### config.mk
export PLATFORM = sky130hd
export DESIGN_NAME = mpjb_hub
export DESIGN_NICKNAME = d
export VERILOG_FILES = /design/src/rtl/mpjb_pkg.sv /design/src/rtl/mpjb_word_bank.sv /design/src/rtl/mpjb_join.sv /design/src/rtl/mpjb_bcast.sv /design/src/rtl/mpjb_hub.sv
export SDC_FILE = /design/constraint.sdc
export NUM_CORES = 1
export LEC_CHECK = 0
export BUFFER_PORTS_ARGS = -buffer_cell sky130_fd_sc_hd__clkbuf_2
export CAP_MARGIN = 20
export CORE_ASPECT_RATIO = 0.9
export CORE_UTILIZATION = 40
export CTS_BUF_LIST = sky130_fd_sc_hd__clkbuf_8 sky130_fd_sc_hd__clkbuf_16
export DETAILED_ROUTE_END_ITERATION = 7
export GPL_ROUTABILITY_DRIVEN = 0
export GPL_TIMING_DRIVEN = 0
export PLACE_DENSITY = 0.73
export SYNTH_ARGS = -nofsm -noshare
export SYNTH_HDL_FRONTEND = slang
export SYNTH_SLANG_ARGS = --single-unit
### constraint.sdc
create_clock -name clk -period 3.5 [get_ports clk]
set_input_delay 0.175 -clock clk [delete_from_list [all_inputs] [get_ports clk]]
set_output_delay 0.175 -clock clk [all_outputs]
set_load 0.02 [all_outputs]
### src/rtl/mpjb_pkg.sv
package mpjb_pkg;

    typedef enum logic [1:0] {
        J_IDLE   = 2'd0,
        J_GATHER = 2'd1,
        J_HOLD   = 2'd2
    } join_st_e;

    typedef enum logic [1:0] {
        B_IDLE  = 2'd0,
        B_ARM   = 2'd1,
        B_OFFER = 2'd2,
        B_DRAIN = 2'd3
    } bc_st_e;

    typedef struct packed {
        logic busy;
        logic done;
    } side_stat_t;

    function automatic logic side_busy(input side_stat_t s);
        return s.busy;
    endfunction

endpackage

### src/rtl/mpjb_word_bank.sv
module mpjb_word_bank #(
    parameter int N = 4,
    parameter int W = 8
) (
    input  logic         clk,
    input  logic         rst,
    input  logic         load,
    input  logic [N*W-1:0] din,
    output logic [N*W-1:0] dout
);
    for (genvar i = 0; i < N; i++) begin : g_chan
        logic [W-1:0] word_q;
        always_ff @(posedge clk) begin
            if (rst)       word_q <= '0;
            else if (load) word_q <= din[i*W +: W];
        end
        assign dout[i*W +: W] = word_q;
    end
endmodule

### src/rtl/mpjb_join.sv
module mpjb_join
    import mpjb_pkg::*;
#(
    parameter int N = 4,
    parameter int W = 8
) (
    input  logic           clk,
    input  logic           rst,
    input  logic           demand,
    input  logic [N-1:0]   req,
    input  logic [N*W-1:0] din,
    output logic           ack,
    output logic [N*W-1:0] dout,
    output side_stat_t     stat
);
    join_st_e st_q, st_d;
    logic     done_q;
    logic     all_req, no_req, load;

    assign all_req = &req;
    assign no_req  = ~|req;

    always_comb begin
        st_d = st_q;
        load = 1'b0;
        unique case (st_q)
            J_IDLE:   if (demand) st_d = J_GATHER;
            J_GATHER: if (all_req) begin st_d = J_HOLD; load = 1'b1; end
            J_HOLD:   if (no_req) st_d = J_IDLE;
            default:  st_d = J_IDLE;
        endcase
    end

    always_ff @(posedge clk) begin
        if (rst) begin
            st_q   <= J_IDLE;
            done_q <= 1'b0;
        end else begin
            st_q   <= st_d;
            done_q <= (st_q == J_HOLD) && no_req;
        end
    end

    mpjb_word_bank #(.N(N), .W(W)) u_bank (
        .clk (clk),
        .rst (rst),
        .load(load),
        .din (din),
        .dout(dout)
    );

    assign ack       = (st_q == J_HOLD);
    assign stat.busy = (st_q != J_IDLE);
    assign stat.done = done_q;

    // acknowledge only after every request was seen high
    a_r3_ack_after_all: assert property (@(posedge clk) disable iff (rst)
        $rose(ack) |-> $past(&req));
    // acknowledge held while any request remains
    a_r5_ack_holds: assert property (@(posedge clk) disable iff (rst)
        (ack && |req) |=> ack);
    // acknowledge drops only after all requests were low
    a_r5_ack_falls: assert property (@(posedge clk) disable iff (rst)
        $fell(ack) |-> $past(~|req));
    // captured words move only with a rising acknowledge
    a_r4_words_hold: assert property (@(posedge clk) disable iff (rst)
        !$rose(ack) |-> $stable(dout));
endmodule

### src/rtl/mpjb_bcast.sv
module mpjb_bcast
    import mpjb_pkg::*;
#(
    parameter int N = 4,
    parameter int W = 8
) (
    input  logic         clk,
    input  logic         rst,
    input  logic         demand,
    input  logic [W-1:0] word,
    input  logic [N-1:0] ack,
    output logic         req,
    output logic [W-1:0] bus,
    output side_stat_t   stat
);
    bc_st_e       st_q, st_d;
    logic         done_q;
    logic [W-1:0] bus_q;
    logic         all_ack, no_ack;

    assign all_ack = &ack;
    assign no_ack  = ~|ack;

    always_comb begin
        st_d = st_q;
        unique case (st_q)
            B_IDLE:  if (demand)  st_d = B_ARM;
            B_ARM:   if (no_ack)  st_d = B_OFFER;
            B_OFFER: if (all_ack) st_d = B_DRAIN;
            B_DRAIN: if (no_ack)  st_d = B_IDLE;
            default: st_d = B_IDLE;
        endcase
    end

    always_ff @(posedge clk) begin
        if (rst) begin
            st_q   <= B_IDLE;
            done_q <= 1'b0;
            bus_q  <= '0;
        end else begin
            st_q   <= st_d;
            done_q <= (st_q == B_DRAIN) && no_ack;
            if (st_q == B_IDLE && demand) bus_q <= word;
        end
    end

    assign req       = (st_q == B_OFFER);
    assign bus       = bus_q;
    assign stat.busy = (st_q != B_IDLE);
    assign stat.done = done_q;

    // an offer starts only after all acknowledges were low
    a_r7_offer_when_clear: assert property (@(posedge clk) disable iff (rst)
        $rose(req) |-> $past(~|ack));
    // request held until every receiver acknowledged
    a_r7_req_holds: assert property (@(posedge clk) disable iff (rst)
        (req && !(&ack)) |=> req);
    // bus word steady while offered
    a_r6_bus_steady: assert property (@(posedge clk) disable iff (rst)
        req |-> $stable(bus));
    // completion only after all acknowledges were low
    a_r8_done_after_clear: assert property (@(posedge clk) disable iff (rst)
        done_q |-> $past(~|ack));
endmodule

### src/rtl/mpjb_hub.sv
module mpjb_hub
    import mpjb_pkg::*;
#(
    parameter int N = 4,
    parameter int W = 8
) (
    input  logic           clk,
    input  logic           rst,
    input  logic           rd_demand,
    input  logic [N-1:0]   snd_req,
    input  logic [N*W-1:0] snd_data,
    output logic           snd_ack,
    output logic [N*W-1:0] rd_data,
    output logic           rd_done,
    input  logic           wr_demand,
    input  logic [W-1:0]   wr_word,
    output logic [W-1:0]   bus_data,
    output logic           bus_req,
    input  logic [N-1:0]   rcv_ack,
    output logic           wr_done,
    output logic           stretch
);
    side_stat_t rx_stat, tx_stat;

    mpjb_join #(.N(N), .W(W)) u_join (
        .clk   (clk),
        .rst   (rst),
        .demand(rd_demand),
        .req   (snd_req),
        .din   (snd_data),
        .ack   (snd_ack),
        .dout  (rd_data),
        .stat  (rx_stat)
    );

    mpjb_bcast #(.N(N), .W(W)) u_bcast (
        .clk   (clk),
        .rst   (rst),
        .demand(wr_demand),
        .word  (wr_word),
        .ack   (rcv_ack),
        .req   (bus_req),
        .bus   (bus_data),
        .stat  (tx_stat)
    );

    assign rd_done = rx_stat.done;
    assign wr_done = tx_stat.done;
    assign stretch = side_busy(rx_stat) | side_busy(tx_stat);

    // any live handshake keeps the clock stretched
    a_r9_stretch_cover: assert property (@(posedge clk) disable iff (rst)
        (snd_ack || bus_req) |-> stretch);
    // a done pulse never coincides with its own live handshake
    a_r5_done_clean: assert property (@(posedge clk) disable iff (rst)
        rd_done |-> !snd_ack);
endmodule

==> Word-level counts from Yosys, hierarchy flattened <==
Index checks and enable logic that the tools add are counted.
{ "classes": {"n_reduce_logical": 15, "n_eq_ne": 12, "n_bitwise": 1, "muxes": 11} }
{ "ops": {"columns": ["op", "n"], "rows": [
  ["$mux W2", 7],
  ["$reduce_and A4 Y1", 3],
  ["$ne A2 B2 Y1 const B", 5],
  ["$pmux W2 S4", 1],
  ["$reduce_or A4 Y1", 2],
  ["$eq A2 B2 Y1 const B", 3],
  ["$pmux W2 S3", 1],
  ["$eq A2 B1 Y1 const B", 2],
  ["$logic_not A2 Y1", 2],
  ["$ne A2 B1 Y1 const B", 2],
  ["$reduce_bool A2 Y1", 2],
  ["$logic_and A1 B1 Y1", 3],
  ["$reduce_and A3 Y1", 1],
  ["$logic_not A1 Y1", 2],
  ["$mux W1", 2],
  ["$or A1 B1 Y1", 1]
]} }
{ "totals": {"ff_bits": 46, "inputBits": 52, "out_inout_bits": 45} }

==> Longest topological paths before layout <==
{ "depth": {"word_depth": 3, "depth_mapped": 6, "mapped_depth_nobuf": 6} }

==> Hierarchy <==
From an unflattened synthesis, not the netlist that was laid out.
{ "hier_totals": {"hier_cells": 177, "hier_area_um2": 1829.3} }
{ "modules_own_cells": {"columns": ["mod", "n_inst", "seq_area_each_um2", "cells_each", "area_each_um2"], "rows": [
  ["mpjb_word_bank", 1, 640.6, 103, 1163.6],
  ["mpjb_bcast", 1, 220.2, 59, 513.0],
  ["mpjb_join", 1, 60.1, 14, 146.4],
  ["mpjb_hub", 1, 0.0, 1, 6.3]
]} }

==> Worst setup path after synthesis <==
No wires, ideal clock.
{ "synth_path": {"path_type": "register to register", "startpoint": "reg u_bcast.st_q[1]", "endpoint": "reg u_bcast.st_q[1]", "required_time_ns": 3.372, "t_arrival_ns": 1.420, "path_stages_with_launch": 7, "setup_ns": 0.128, "slack_ns": 1.953, "path_buffers": 0, "period_less_slack_ns": 1.547, "path_cell_list": "dfxtp_1 inv_1 ha_1 or2_2 a221oi_2 mux2i_1 nor2_1"} }
{ "synth_via": {"elab_chain_cells": 3, "elab_cells_between_ends": 10, "cone_classes": "7 x eq/ne; 1 x mux; 2 x reduce/logical"} }
{ "synth_rtl": {"columns": ["item", "line_no", "text"], "rows": [
  ["from (decl)", "mpjb_bcast.sv:16", "bc_st_e st_q, st_d;"],
  ["from (signal assigned)", "mpjb_bcast.sv:41", "st_q <= st_d;"],
  ["$eq A2 B2 Y1 (tied with other cells)", "mpjb_bcast.sv:26", "unique case (st_q)"],
  ["$ne A2 B2 Y1 (no line) or $ne A2 B1 Y1 (tied branches)", null, null],
  ["$reduce_and A4 Y1 (no line)", null, null]
]} }
Several ways; a longest one is shown, not always the timed one.
A chain may end at the register's enable or synchronous reset.

==> Final worst setup path <==
{ "layout_path": {"startpoint": "reg u_bcast.st_q[0]", "endpoint": "out stretch"} }
{ "layout_via": {"elab_chain_cells": 2} }
{ "layout_rtl": {"columns": ["item", "line_no", "text"], "rows": [
  ["$reduce_bool A2 Y1", "mpjb_bcast.sv:49", "assign stat.busy = (st_q != B_IDLE);"],
  ["$or A1 B1 Y1", "mpjb_hub.sv:49", "assign stretch = side_busy(rx_stat) | side_busy(tx_stat);"],
  ["to (decl)", "mpjb_hub.sv:21", "output logic stretch"]
]} }
Every way passes these cells.

==> summary.txt <==
Timing
  • Number of setup violations in the final report: 0
  • Final cycle utilization of the critical path: 49.4%
  • Final Slew Violations: 0
  • Worst-Margin Slew: 0.488 ns
  • Time the final worst path needs with I/O delays and setup: 1.73 ns
  • Unrepaired setup endpoints after global routing: false
  • Final clock skew: 0.00580 ns
  • Final hold vios: 0
  • Hold Slack: 0.0944 ns
  • Worst-case headroom to the max-slew limit: 67.2%
  • TNS Setup: 0 ns
  • Post-route setup slack: 1.77 ns
  • Fmax: 579 MHz

GRT
  • Global-route wire length before repair: 6.56 mm
  • Initial antenna violation count: 0
  • Largest net degree at the start of global routing: 15
  • Leftover overflow at the end of global routing: 0
  • All-layer global routing usage: 18.2%
  • Vias in the first global route: 1587

Drt
  • Via count: 1719
  • Total wire length: 3.98 mm
  • Number of violations reported at the end of detailed-routing iteration 0: 59
  • Remaining routing DRC violations: 0
  • Antenna viol nets, final: 0
  • Via/cell ratio: 4.68
  • Average wire per standard cell: 10.9 µm
  • First-pass iteration count of the detailed router: 4

Floorplan
  • Placeable core region: 0.00413 mm²
  • Initial core utilization: 42.1%
  • Overall die height: 64.5 µm
  • Cell Rows: 22
  • Die Wd: 71.5 µm
  • Area of the die: 0.00461 mm²
  • Ports: 97

Clock network
  • Worst-path clk slew: 0.08 ns
  • Post-cts repair resize count: 0
  • Clock latency on the worst-skew pair: 0.29 ns
  • Buffers inserted during post-CTS setup optimization: 0
  • Hold-fix buffers, CTS: 0
  • Clock tree from TritonCTS: built
  • H-Tree Depth: 2
  • Clock sink count: 46
  • Cell at the root of the clock tree: sky130_fd_sc_hd__clkbuf_8
  • Total clock buffers created by CTS: 5
  • Maximum root-to-sink buffer count: 2

Critical path
  • Maximum single-stage delay on the critical path: 0.35 ns
  • Critical R2R Launch: u_bcast.st_q[1]
  • Largest fanout on the critical path: 10
  • Crit path launch type: register
  • Critical path, cell by cell: inv_1 > ha_1 > clkbuf_1 > nand2_1 > clkbuf_2
  • Endpoint type of the worst setup path: primary output
  • Launching instance or port of the critical path: u_bcast.st_q[0]
  • Data arrival time of the critical path: 1.55 ns
  • Critical path start-end classification: register to primary output
  • Slowest-stage cell, CP: sky130_fd_sc_hd__dfxtp_1
  • WP data required: 3.32 ns

Final layout
  • Layout-stage area growth over the synthesis result: 36.8%
  • Final nets: 375
  • Area occupied by multi-input gates: 749 µm²
  • Register area: 921 µm²
  • Share of post-route cells with drive strength above 1: 33.2%
  • Fill cells: 419
  • Total inserted antenna cells: 0
  • Top library cells by usage in the layout, fill and taps aside: sky130_fd_sc_hd__clkbuf_2, sky130_fd_sc_hd__nand2_1, sky130_fd_sc_hd__dfxtp_1
  • Most common library cell in the layout ignoring fill and taps: sky130_fd_sc_hd__clkbuf_2

Yosys
  • Post-synthesis instance total: 217
  • Share of synthesized cell area in full adder, half adder and majority cells: 3.60%
  • Flops & latches, synth: 46
  • Multiplexer area fraction after synthesis: 0.576%
  • Yosys top cell by area: sky130_fd_sc_hd__dfxtp_1
  • Yosys top cell area share: 53.0%
  • Synthesized netlist net count: 274
  • Number of enable-type register cells in the synthesized netlist: 0
  • Number of distinct library cells after synthesis: 23
  • Dominant combinational cell family by area after synthesis: simple AND/OR/NAND/NOR gates
  • Ys Warns: 0
  • Fraction of synthesized cell area in xor and xnor cells: 0%
  • Synthesized area per cell: 8.01 µm²
  • Top_reg_cell synth: sky130_fd_sc_hd__dfxtp_1
  • Area share of and/or/nand/nor cells after synthesis: 24.3%
  • Synthesized-area fraction occupied by ao, oa, aoi and oai cells: 14.6%
  • Top area cells in the synthesized netlist: sky130_fd_sc_hd__dfxtp_1, sky130_fd_sc_hd__nand2_1, sky130_fd_sc_hd__a21oi_1
  • Fraction of registers with async set or reset after synthesis: 0%
  • Post-synthesis instance area: 0.00174 mm²
  • Proportion of synthesized chip area in sequential cells: 53.0%

Power
  • Reported leakage power: 1.07 nW
  • Power density cells: 523 mW/mm²
  • Largest voltage drop on the vdd net: 0.240 mV

Placed design
  • Estimated wirelength of the detail-placed design: 2.98 mm
  • Worst Setup Slack post-DPL: 1.84 ns
  • PortBufs: 94

Flow run
  • Number of maximum-capacitance violations: 0

Outcome
  • Status: completed

Worst hold path
  • Min-Delay Path Class: primary input to register
  • Hold Path Origin: snd_data[6]
## critical path, delay by kind of cell (launching register included)
family / cells / cell delay (ns)
adders and majority gates: 1 / 0.17
DFF: 1 / 0.35
buffers and inverters: 3 / 0.64
and+or+nand+nor: 1 / 0.11
## report_power, final
group / switching [mW] / total (mW) / leakage (nW) / internal (mW)
sequential: 0.0214 / 0.577 / 0.373 / 0.555
clock: 0.167 / 0.377 / 0.0579 / 0.210
combinational: 0.176 / 0.290 / 0.635 / 0.114
total: 0.365 / 1.24 / 1.07 / 0.879
## metrics by stage
stage | power, mW | area [µm²] | instances | util [%]
3_3_place_gp | 0.875 | 2270 | 359 | 54.9
3_5_place_dp | 0.883 | 2270 | 359 | 54.9
6_report | 1.24 | 2380 | 367 | 57.6
4_1_cts | 1.26 | 2380 | 367 | 57.6
5_1_grt | 1.32 | 2380 | 367 | 57.6
2_1_floorplan | 0.787 | 1740 | 217 | -
## kinds of logic (layout without fill, tap and decap cells)
| group | count (synthesis) | count (layout) |
|---|---|---|
| buffers and inverters | 18 | 120 |
| DFF | 46 | 46 |
| AOI/OAI and AO/OA | 46 | 46 |
| adders and majority gates | 5 | 5 |
| and+or+nand+nor | 101 | 101 |
| muxes | 1 | 1 |
## layer usage
layer	share of wire (%)	GRT usage, %
met1	47	21.3
met4	0.73	6.13
met5	0	0
met2	45	31.2
met3	7.1	6.07
## area by class of cell
cell class	count	share of cell area, %
Sequential cell	46	38.7
Buffer	14	2.21
Timing Repair Buffer	94	19.8
Multi-Input combinational cell	153	31.5
Clock inverter	3	1.68
Clock buffer	5	2.89
Inverter	4	0.632
Tap cell	48	2.53
## path summary, 6_finish.rpt
| path | slack [ns] | depth (start not counted) | endpoint |
|---|---|---|---|
| setup / recovery | 1.77 | 5 | stretch |
| hold reg to reg | 0.45 | 2 | u_bcast.bus[0] |
| setup reg to reg | 1.85 | 6 | u_bcast.st_q[1] |
| hold / removal | 0.09 | 3 | u_join.u_bank.g_chan[0].word_q[6] |
## Yosys cell counts (2+ instances only)
library cell and count:
sky130_fd_sc_hd__a21oi_1 41, sky130_fd_sc_hd__clkbuf_1 14, sky130_fd_sc_hd__dfxtp_1 46, sky130_fd_sc_hd__ha_1 5
sky130_fd_sc_hd__inv_1 4, sky130_fd_sc_hd__nand2_1 74, sky130_fd_sc_hd__nand2b_1 2, sky130_fd_sc_hd__nand3_1 9
sky130_fd_sc_hd__nor2_1 7, sky130_fd_sc_hd__or3_1 2
## sequential cells by signal (all words and copies together), names as in the netlist
signal	flops
u_join.st_q	2
u_join.done_q	1
u_bcast.st_q	2
u_join.u_bank.g_chan.word_q	32
u_bcast.done_q	1
u_bcast.bus	8
No activity file was read; power rests on OpenSTA's default activity.
